[src/rtl/rc_pkg.sv]
package rc_pkg;
  localparam int WAYS = 2;
  typedef enum logic [1:0] {
    ST_IDLE  = 2'd0,
    ST_ISSUE = 2'd1,
    ST_FILL  = 2'd2
  } fill_st_t;
endpackage

[src/rtl/rc_tag_match.sv]
module rc_tag_match #(
  parameter int TAG_W = 3,
  parameter int WAYS  = 2,
  localparam int WAY_W = (WAYS > 1) ? $clog2(WAYS) : 1
) (
  input  logic [WAYS-1:0]             way_vld,
  input  logic [WAYS-1:0][TAG_W-1:0]  way_tag,
  input  logic [TAG_W-1:0]            look_tag,
  output logic                        hit,
  output logic [WAY_W-1:0]            hit_way
);
  logic [WAYS-1:0] match;

  genvar w;
  generate
    for (w = 0; w < WAYS; w++) begin : g_cmp
      assign match[w] = way_vld[w] && (way_tag[w] == look_tag);
    end
  endgenerate

  always_comb begin
    hit_way = '0;
    for (int i = WAYS - 1; i >= 0; i--) begin
      if (match[i]) hit_way = WAY_W'(i);
    end
  end

  assign hit = |match;
endmodule

[src/rtl/rc_victim.sv]
module rc_victim #(
  parameter int SETS  = 2,
  localparam int SET_W = (SETS > 1) ? $clog2(SETS) : 1
) (
  input  logic             clk,
  input  logic             rst_n,
  input  logic             touch_en,
  input  logic [SET_W-1:0] touch_set,
  input  logic             touch_way,
  input  logic [SET_W-1:0] look_set,
  input  logic [1:0]       look_vld,
  output logic             victim
);
  logic [SETS-1:0] lru_q, lru_d;

  always_comb begin
    lru_d = lru_q;
    if (touch_en) lru_d[touch_set] = ~touch_way;
  end

  always_ff @(posedge clk or negedge rst_n) begin
    if (!rst_n) lru_q <= '0;
    else        lru_q <= lru_d;
  end

  always_comb begin
    if (!look_vld[0])      victim = 1'b0;
    else if (!look_vld[1]) victim = 1'b1;
    else                   victim = lru_q[look_set];
  end
endmodule

[src/rtl/rd_cache_2way.sv]
module rd_cache_2way #(
  parameter int ADDR_W = 5,
  parameter int OFF_W  = 1,
  parameter int IDX_W  = 1,
  parameter int DATA_W = 8,
  parameter int CNT_W  = 16
) (
  input  logic                    clk,
  input  logic                    rst_n,
  input  logic                    cpu_req,
  input  logic [ADDR_W-1:0]       cpu_addr,
  output logic                    cpu_ready,
  output logic                    cpu_valid,
  output logic [DATA_W-1:0]       cpu_data,
  output logic                    mem_req,
  output logic [ADDR_W-OFF_W-1:0] mem_addr,
  input  logic                    mem_valid,
  input  logic [DATA_W-1:0]       mem_data,
  output logic [CNT_W-1:0]        hit_count,
  output logic [CNT_W-1:0]        miss_count
);
  import rc_pkg::*;

  localparam int TAG_W = ADDR_W - OFF_W - IDX_W;
  localparam int SETS  = 1 << IDX_W;
  localparam int WORDS = 1 << OFF_W;
  localparam int BLK_W = ADDR_W - OFF_W;

  logic [SETS-1:0][WAYS-1:0]                   vld_q;
  logic [SETS-1:0][WAYS-1:0][TAG_W-1:0]        tag_q;
  logic [SETS-1:0][WAYS-1:0][WORDS-1:0][DATA_W-1:0] dat_q;

  fill_st_t st_q, st_d;
  logic [ADDR_W-1:0] pend_q, pend_d;
  logic              vway_q, vway_d;
  logic [OFF_W-1:0]  beat_q, beat_d;
  logic              rvld_q, rvld_d;
  logic [DATA_W-1:0] rdat_q, rdat_d;
  logic [CNT_W-1:0]  hcnt_q, hcnt_d, mcnt_q, mcnt_d;

  logic [OFF_W-1:0] a_off;
  logic [IDX_W-1:0] a_idx;
  logic [TAG_W-1:0] a_tag;
  logic [IDX_W-1:0] p_idx;
  logic [TAG_W-1:0] p_tag;
  logic [OFF_W-1:0] p_off;

  assign a_off = cpu_addr[OFF_W-1:0];
  assign a_idx = cpu_addr[OFF_W +: IDX_W];
  assign a_tag = cpu_addr[ADDR_W-1 -: TAG_W];
  assign p_off = pend_q[OFF_W-1:0];
  assign p_idx = pend_q[OFF_W +: IDX_W];
  assign p_tag = pend_q[ADDR_W-1 -: TAG_W];

  logic look_hit, look_way, victim;

  rc_tag_match #(.TAG_W(TAG_W), .WAYS(WAYS)) u_match (
    .way_vld  (vld_q[a_idx]),
    .way_tag  (tag_q[a_idx]),
    .look_tag (a_tag),
    .hit      (look_hit),
    .hit_way  (look_way)
  );

  logic accept, hit_acc, miss_acc, fill_wr, fill_last;

  assign accept    = (st_q == ST_IDLE) && cpu_req;
  assign hit_acc   = accept && look_hit;
  assign miss_acc  = accept && !look_hit;
  assign fill_wr   = (st_q == ST_FILL) && mem_valid;
  assign fill_last = fill_wr && (beat_q == OFF_W'(WORDS - 1));

  logic             touch_en;
  logic [IDX_W-1:0] touch_set;
  logic             touch_way;

  assign touch_en  = hit_acc || fill_last;
  assign touch_set = fill_last ? p_idx : a_idx;
  assign touch_way = fill_last ? vway_q : look_way;

  rc_victim #(.SETS(SETS)) u_victim (
    .clk       (clk),
    .rst_n     (rst_n),
    .touch_en  (touch_en),
    .touch_set (touch_set),
    .touch_way (touch_way),
    .look_set  (a_idx),
    .look_vld  (vld_q[a_idx]),
    .victim    (victim)
  );

  always_comb begin
    st_d   = st_q;
    pend_d = pend_q;
    vway_d = vway_q;
    beat_d = beat_q;
    rvld_d = 1'b0;
    rdat_d = rdat_q;
    hcnt_d = hcnt_q;
    mcnt_d = mcnt_q;
    unique case (st_q)
      ST_IDLE: begin
        if (hit_acc) begin
          rvld_d = 1'b1;
          rdat_d = dat_q[a_idx][look_way][a_off];
          hcnt_d = hcnt_q + 1'b1;
        end else if (miss_acc) begin
          pend_d = cpu_addr;
          vway_d = victim;
          beat_d = '0;
          mcnt_d = mcnt_q + 1'b1;
          st_d   = ST_ISSUE;
        end
      end
      ST_ISSUE: st_d = ST_FILL;
      ST_FILL: begin
        if (fill_wr) begin
          beat_d = beat_q + 1'b1;
          if (beat_q == p_off) rdat_d = mem_data;
          if (fill_last) begin
            rvld_d = 1'b1;
            st_d   = ST_IDLE;
          end
        end
      end
      default: st_d = ST_IDLE;
    endcase
  end

  always_ff @(posedge clk or negedge rst_n) begin
    if (!rst_n) begin
      st_q   <= ST_IDLE;
      pend_q <= '0;
      vway_q <= 1'b0;
      beat_q <= '0;
      rvld_q <= 1'b0;
      rdat_q <= '0;
      hcnt_q <= '0;
      mcnt_q <= '0;
      vld_q  <= '0;
      tag_q  <= '0;
    end else begin
      st_q   <= st_d;
      pend_q <= pend_d;
      vway_q <= vway_d;
      beat_q <= beat_d;
      rvld_q <= rvld_d;
      rdat_q <= rdat_d;
      hcnt_q <= hcnt_d;
      mcnt_q <= mcnt_d;
      if (fill_last) begin
        vld_q[p_idx][vway_q] <= 1'b1;
        tag_q[p_idx][vway_q] <= p_tag;
      end
    end
  end

  always_ff @(posedge clk) begin
    if (fill_wr) dat_q[p_idx][vway_q][beat_q] <= mem_data;
  end

  assign cpu_ready  = (st_q == ST_IDLE);
  assign cpu_valid  = rvld_q;
  assign cpu_data   = rdat_q;
  assign mem_req    = (st_q == ST_ISSUE);
  assign mem_addr   = pend_q[ADDR_W-1:OFF_W];
  assign hit_count  = hcnt_q;
  assign miss_count = mcnt_q;

  logic [BLK_W-1:0] unused_blk;
  assign unused_blk = '0;
endmodule

[config.mk]
export PLATFORM = sky130hd
export DESIGN_NAME = rd_cache_2way
export DESIGN_NICKNAME = d
export VERILOG_FILES = /design/src/rtl/rc_pkg.sv /design/src/rtl/rc_tag_match.sv /design/src/rtl/rc_victim.sv /design/src/rtl/rd_cache_2way.sv
export SDC_FILE = /design/constraint.sdc
export NUM_CORES = 1
export LEC_CHECK = 0
export BUFFER_PORTS_ARGS = -buffer_cell sky130_fd_sc_hd__buf_2
export CAP_MARGIN = 20
export CELL_PAD_IN_SITES_DETAIL_PLACEMENT = 1
export CELL_PAD_IN_SITES_GLOBAL_PLACEMENT = 2
export CORE_ASPECT_RATIO = 0.75
export CORE_MARGIN = 5
export CORE_UTILIZATION = 41
export CTS_BUF_LIST = sky130_fd_sc_hd__clkbuf_4 sky130_fd_sc_hd__clkbuf_8 sky130_fd_sc_hd__clkbuf_16
export CTS_CLUSTER_DIAMETER = 120
export DETAILED_ROUTE_END_ITERATION = 10
export PLACE_DENSITY_LB_ADDON = 0.1
export SLEW_MARGIN = 20
export SYNTH_ARGS = -nofsm -noshare
export SYNTH_HDL_FRONTEND = slang
export SYNTH_SLANG_ARGS = --single-unit
export TNS_END_PERCENT = 30
[constraint.sdc]
create_clock -name clk -period 2.9 [get_ports clk]
set_clock_uncertainty 0.05 [all_clocks]
set_input_delay 0.29 -clock clk [delete_from_list [all_inputs] [get_ports clk]]
set_output_delay 0.29 -clock clk [all_outputs]
set_load 0.01 [all_outputs]
After elaboration in Yosys (flattened, before gate mapping):

Index checks and enable logic that the tools add are counted.

* $add $sub $neg: 3
* multiply operators: 0
* divide/modulo/power cells: 0
* $lt $le $gt $ge: 11
* eq/ne operators: 11
* shift operators: 0
* muxes and demuxes: 54
* bitwise operators: 3
* reduce and logical (&&, ||, !) cells: 21

Operator list (count)
* 2-to-1 mux 32 bit: 3
* bitwise mux 64 bit: 1
* 2-to-1 mux 16 bit: 3
* 2-to-1 mux 8 bit: 6
* adder 16 x 1 -> 16 bit (second input constant): 2
* demux 32 bit (select 1 bit): 1
* 2-to-1 mux 6 bit: 3
* demux 16 bit (select 1 bit): 1
* 2-to-1 mux 1 bit: 16
* one-hot mux 8 bit (2 select lines): 1
* less-than comparator 1 x 2 -> 1 bit (second input constant): 7
* 2-to-1 mux 2 bit: 7
* bitwise mux 12 bit: 1
* AND reduction 4 bit: 3
* logical AND 1 bit: 11
* demux 8 bit (select 1 bit): 1
* demux 6 bit (select 1 bit): 1
* equality test 3 bit: 2
* inequality test 2 x 1 -> 1 bit (second input constant): 3
* inequality test 2 bit (second input constant): 3
* one-hot mux 2 bit (3 select lines): 1
* >= comparator 1 bit (second input constant): 4
* bitwise OR 4 bit: 1
* one-hot mux 1 bit (2 select lines): 2
* other kinds (17): 19

* register bits after elaboration: 132
* bits in latches: 0
* bits in writable memories: 0
* memory bits (read-only): 0
* input port bits: 17
* output and inout port bits: 47
* logic and storage cells: 126
* memories kept: 0

Depth between registers and ports, before layout:

* word-level depth: 12
* mapped depth: 9
* gate-level depth less buffers: 6

Cells and area by module:

Synthesis repeated with hierarchy kept, for this count alone.

* cells, all modules: 379
* area, all modules: 5612.9 um^2

By module, submodules not included
* rd_cache_2way: instances 1, cells an instance 359, area each 5422.7 um^2, seq. area each 3573.4 um^2
* rc_victim: instances 1, cells an instance 10, area each 115.1 um^2, seq. area each 50.0 um^2
* rc_tag_match: instances 1, cells an instance 10, area each 75.1 um^2, seq. area each 0.0 um^2

Least setup slack after synthesis:

OpenSTA, ideal clock, no wires.

* kind: reg2reg
* from: register tag_q[4] (netlist name)
* to: register u_victim.lru_q[1]
* setup time: 0.128 ns
* arrival: 2.022 ns
* data required time: 2.722 ns
* setup slack: 0.701 ns
* stages on the path, launching flop included: 8
* path buffers: 1
* period minus slack after synthesis: 2.199 ns
* cell sequence: dfrtp_1 nand2b_1 mux4_2 or3_1 buf_2 a21oi_4 a22oi_1 mux2_1

* cells in the longest elaborated chain, start to end: 9
* elaborated cells between the ends (all ways): 12
* those cells by class: eq/ne: 1; mux: 6; bitwise: 1; reduce/logical: 4

Ends and longest elaborated chain
* from (decl): RTL line rd_cache_2way.sv:30 `logic [SETS-1:0][WAYS-1:0][TAG_W-1:0] tag_q;`
* from (signal, indexed assignment): RTL line rd_cache_2way.sv:153 `tag_q[p_idx][vway_q] <= p_tag;`
* 2-to-1 mux 6 bit (implied by the code) (*) (2 in a row): RTL line rd_cache_2way.sv:59 `.way_tag (tag_q[a_idx]),`
* equality test 3 bit (*): RTL line rc_tag_match.sv:17 `assign match[w] = way_vld[w] && (way_tag[w] == look_tag);`
* logical AND 1 bit (*): RTL line rc_tag_match.sv:17
* 2-to-1 mux 1 bit (2 in a row): RTL line rc_tag_match.sv:24 `if (match[i]) hit_way = WAY_W'(i);`
* 2-to-1 mux 1 bit: RTL line rd_cache_2way.sv:79 `assign touch_way = fill_last ? vway_q : look_way;`
* NOT 1 bit: RTL line rc_victim.sv:18 `if (touch_en) lru_d[touch_set] = ~touch_way;`
* bitwise mux 2 bit: RTL line rc_victim.sv:18
* to (signal assigned): RTL line rc_victim.sv:23 `else lru_q <= lru_d;`
* to (decl): RTL line rc_victim.sv:14 `logic [SETS-1:0] lru_q, lru_d;`

Mark *: on every way between the ends. The rest lies on a longest branch, timed or not. The select of a mux whose other input is x is not followed.
A chain may end at the register's enable or synchronous reset.

Worst setup path in the final report:

* from: register tag_q[4] (netlist name)
* to: register u_victim.lru_q[0]

The elaborated chain is that of the path after synthesis.

==> results.sh <==
export IMPL_outcome="completed"
export IMPL_fmax_mhz=402
export IMPL_async_flop_share=0.515
export IMPL_synth_nets=396
export IMPL_drive_gt1_frac=0.330
export IMPL_yosysWarnings=0
export IMPL_rsz0062_at_grt="false"
export IMPL_cts_resized=0
export IMPL_clk_path_buf_depth=2
export IMPL_leakage_nw=2.82
export IMPL_fin_crit_ns=2.49
export IMPL_dp_hpwl_mm=7.92
export IMPL_tightest_slew_ns=0.915
export IMPL_synth_cell_types=42
export IMPL_clock_sinks=132
export IMPL_grt_max_degree=69
export IMPL_clk_pin_slew_ns=0.06
export IMPL_synth_edf_count=64
export IMPL_initial_core_util=0.413
export IMPL_hold_depth=2
export IMPL_drtIter0Drc=140
export IMPL_ys_seq_area_frac=0.647
export IMPL_syn_area_per_cell_sq_um=14.9
export IMPL_hold_class="input port to flop"
export IMPL_drt_first_pass_iters=5
export IMPL_vdd_drop_max_mv=0.426
export IMPL_ant_nets=0
export IMPL_critPathLaunchType="flop"
export IMPL_maxCapViolCount=0
export IMPL_multiInputGateArea_sq_mm=0.00184
export IMPL_arrival_ns=2.74
export IMPL_maxSlewViolCount=0
export IMPL_area_delta_synth_final_pct=20.3
export IMPL_seq_area_sq_mm=0.00362
export IMPL_slew_headroom=0.390
export IMPL_path_cells="nand2b_1, mux4_2, or3_1, a21oi_4, buf_4, a21oi_1, mux2_1"
export IMPL_critPathMaxFanout=18
export IMPL_cts_buffers=17
export IMPL_ys_ff_latch=132
export IMPL_hold_violations=0
export IMPL_fillers=1361
export IMPL_critPathMaxStageDelay_ns=0.46
export IMPL_htreeDepth=4
export IMPL_r2r_cells=7
export IMPL_finalSetupViolCount=0
export IMPL_die_width_microns=145
export IMPL_portBuffers=63
export IMPL_crit_family="multiplexers"
export IMPL_ctsRootBufferMaster="clkbuf_16"
export IMPL_crit_path_end_kind="flop"
export IMPL_core_region_area_sq_mm=0.0136
export IMPL_fin_crit_sh=0.858
export IMPL_grt_antenna_before_repair=0
export IMPL_crit_cells=7
export IMPL_synthCells=377
export IMPL_cts_tree="yes"
export IMPL_die_y_microns=111
export IMPL_cts_setup_buffers=0
export IMPL_worst_path_buf_inv=1
export IMPL_diodes=0
export IMPL_wl_mm=12.0
export IMPL_synth_area_sq_mm=0.00560
export IMPL_globalRoute_totalOverflow=0
export IMPL_clkLatencyLatePin_ns=0.42
export IMPL_wire_per_inst_microns=18.6
export IMPL_die_area_sq_mm=0.0161
export IMPL_first_global_vias=3666
export IMPL_grt_usage=0.159
export IMPL_io_pins=64
export IMPL_drcViolationCount=0
export IMPL_synth_top_flop_cell="dfrtp_1"
export IMPL_cp_slowest_cell="or3_1"
export IMPL_placement_rows=37
export IMPL_via_per_inst=5.12
export IMPL_cp_required_ns=3.15
export IMPL_gp_congestion=0.727
export IMPL_p_per_area_mw_per_mm2=881
export IMPL_place_area_sq_mm=0.00612
export IMPL_grt_pass1_wl_mm=20.1
export IMPL_design_area_sq_mm=0.00674
export IMPL_final_nets=473
export IMPL_vias=3290
export IMPL_tns_ns=0
export IMPL_path_class="flop to flop"
==> synthesized netlist by cell type, drive strengths merged (3+ instances only) <==
cell type	n	share of area
dfrtp	68	0.30
edfxtp	64	0.34
mux2	22	0.044
nand2	22	0.015
xnor2	22	0.034
mux4	18	0.072
nor2	13	0.010
xor2	13	0.020
mux2i	12	0.021
nand2b	12	0.013
a21oi	11	0.012
buf	11	0.015
nand3	10	0.0089
nand4	9	0.010
clkbuf	8	0.0054
inv	8	0.0054
nor3	8	0.0071
o22ai	8	0.0089
and3	7	0.0078
and4	4	0.0063
nor4	4	0.0045
or2	4	0.0045
nor2b	3	0.0034
==> through the flow <==
stage | utilization | std cells | setup slack (ns) | total power, mW | hold WS [ns]
2_1_floorplan | - | 377 | 0.701 | 3.36 | -0.0556
3_3_place_gp | 0.451 | 609 | 0.456 | 3.76 | 0.407
3_5_place_dp | 0.451 | 609 | 0.411 | 3.79 | 0.412
4_1_cts | 0.497 | 642 | 0.404 | 6.04 | 0.105
5_1_grt | 0.497 | 642 | 0.289 | 6.29 | 0.118
6_report | 0.497 | 642 | 0.413 | 5.94 | 0.120
==> final cells by class <==
cell class | instances | area share
sequential | 132 | 0.538
multi-input combinational | 218 | 0.272
clock buffer | 17 | 0.0631
timing repair buffer | 77 | 0.0631
tap | 175 | 0.0325
clock inverter | 15 | 0.0267
inverter | 8 | 0.00446
==> cells by family after synthesis <==
logic type	count (synthesis)	share of synthesized area
compound gates	25	0.0279
xor+xnor	35	0.0547
fa+ha+maj	2	0.00447
buf+inv	27	0.0255
flops	132	0.647
mux	52	0.138
simple gates	104	0.103
==> registers in the layout, summed over array words and instances, names as in the netlist <==
| name | flops |
|---|---|
| u_victim.lru_q | 2 |
| cpu_data | 8 |
| beat_q | 1 |
| tag_q | 12 |
| miss_count | 16 |
| dat_q | 64 |
| vway_q | 1 |
| st_q | 2 |
| cpu_valid | 1 |
| hit_count | 16 |
| vld_q | 4 |
| pend_q | 5 |
==> layer usage <==
metal  track usage  vias up  wire (microns)
li1              -     1544               -
met1         0.219     1668            5870
met2         0.244       60            5430
met3        0.0445       18             508
met4        0.0508        0             161
met5             0        -               0
==> where the power goes <==
| part | total, mW | switching [mW] | internal [mW] |
|---|---|---|---|
| clock network | 2.20 | 0.843 | 1.36 |
| logic | 1.18 | 0.623 | 0.552 |
| registers | 2.56 | 0.263 | 2.30 |
| total | 5.94 | 1.73 | 4.21 |
==> worst paths after layout <==
kind	start	end	slack, ns
worst max-delay path	tag_q[4]	u_victim.lru_q[0]	0.41
min in group asynchronous	rst_n	tag_q[1]	0.51
worst min register to register	hit_count[15]	hit_count[15]	0.41
worst max register to register	tag_q[4]	u_victim.lru_q[0]	0.41
max in group asynchronous	rst_n	pend_q[0]	1.71
worst min-delay path	cpu_addr[2]	pend_q[2]	0.12
==> placed cells by master, fill, tap and decap left out, drive strengths merged, types with 7 or more instances in the layout <==
master / netlist / final
xnor2: 22 / 22
nand3: 10 / 10
xor2: 13 / 13
o22ai: 8 / 8
mux4: 18 / 18
nand2: 22 / 22
edfxtp: 64 / 64
inv: 8 / 11
nor2: 13 / 13
mux2i: 12 / 12
a21oi: 11 / 11
nor3: 8 / 8
buf: 11 / 76
and3: 7 / 7
dfrtp: 68 / 68
clkinv: 0 / 7
nand2b: 12 / 12
mux2: 22 / 22
nand4: 9 / 9
clkbuf: 8 / 17
==> repair_timing <==
| action | 4_1_cts | 5_1_grt |
|---|---|---|
| hold buffers | 1 | 0 |
| setup endpoints to repair | 0 | 0 |
| endpoints found under the hold margin | 17 | 0 |
No activity file was read; power rests on OpenSTA's default activity.
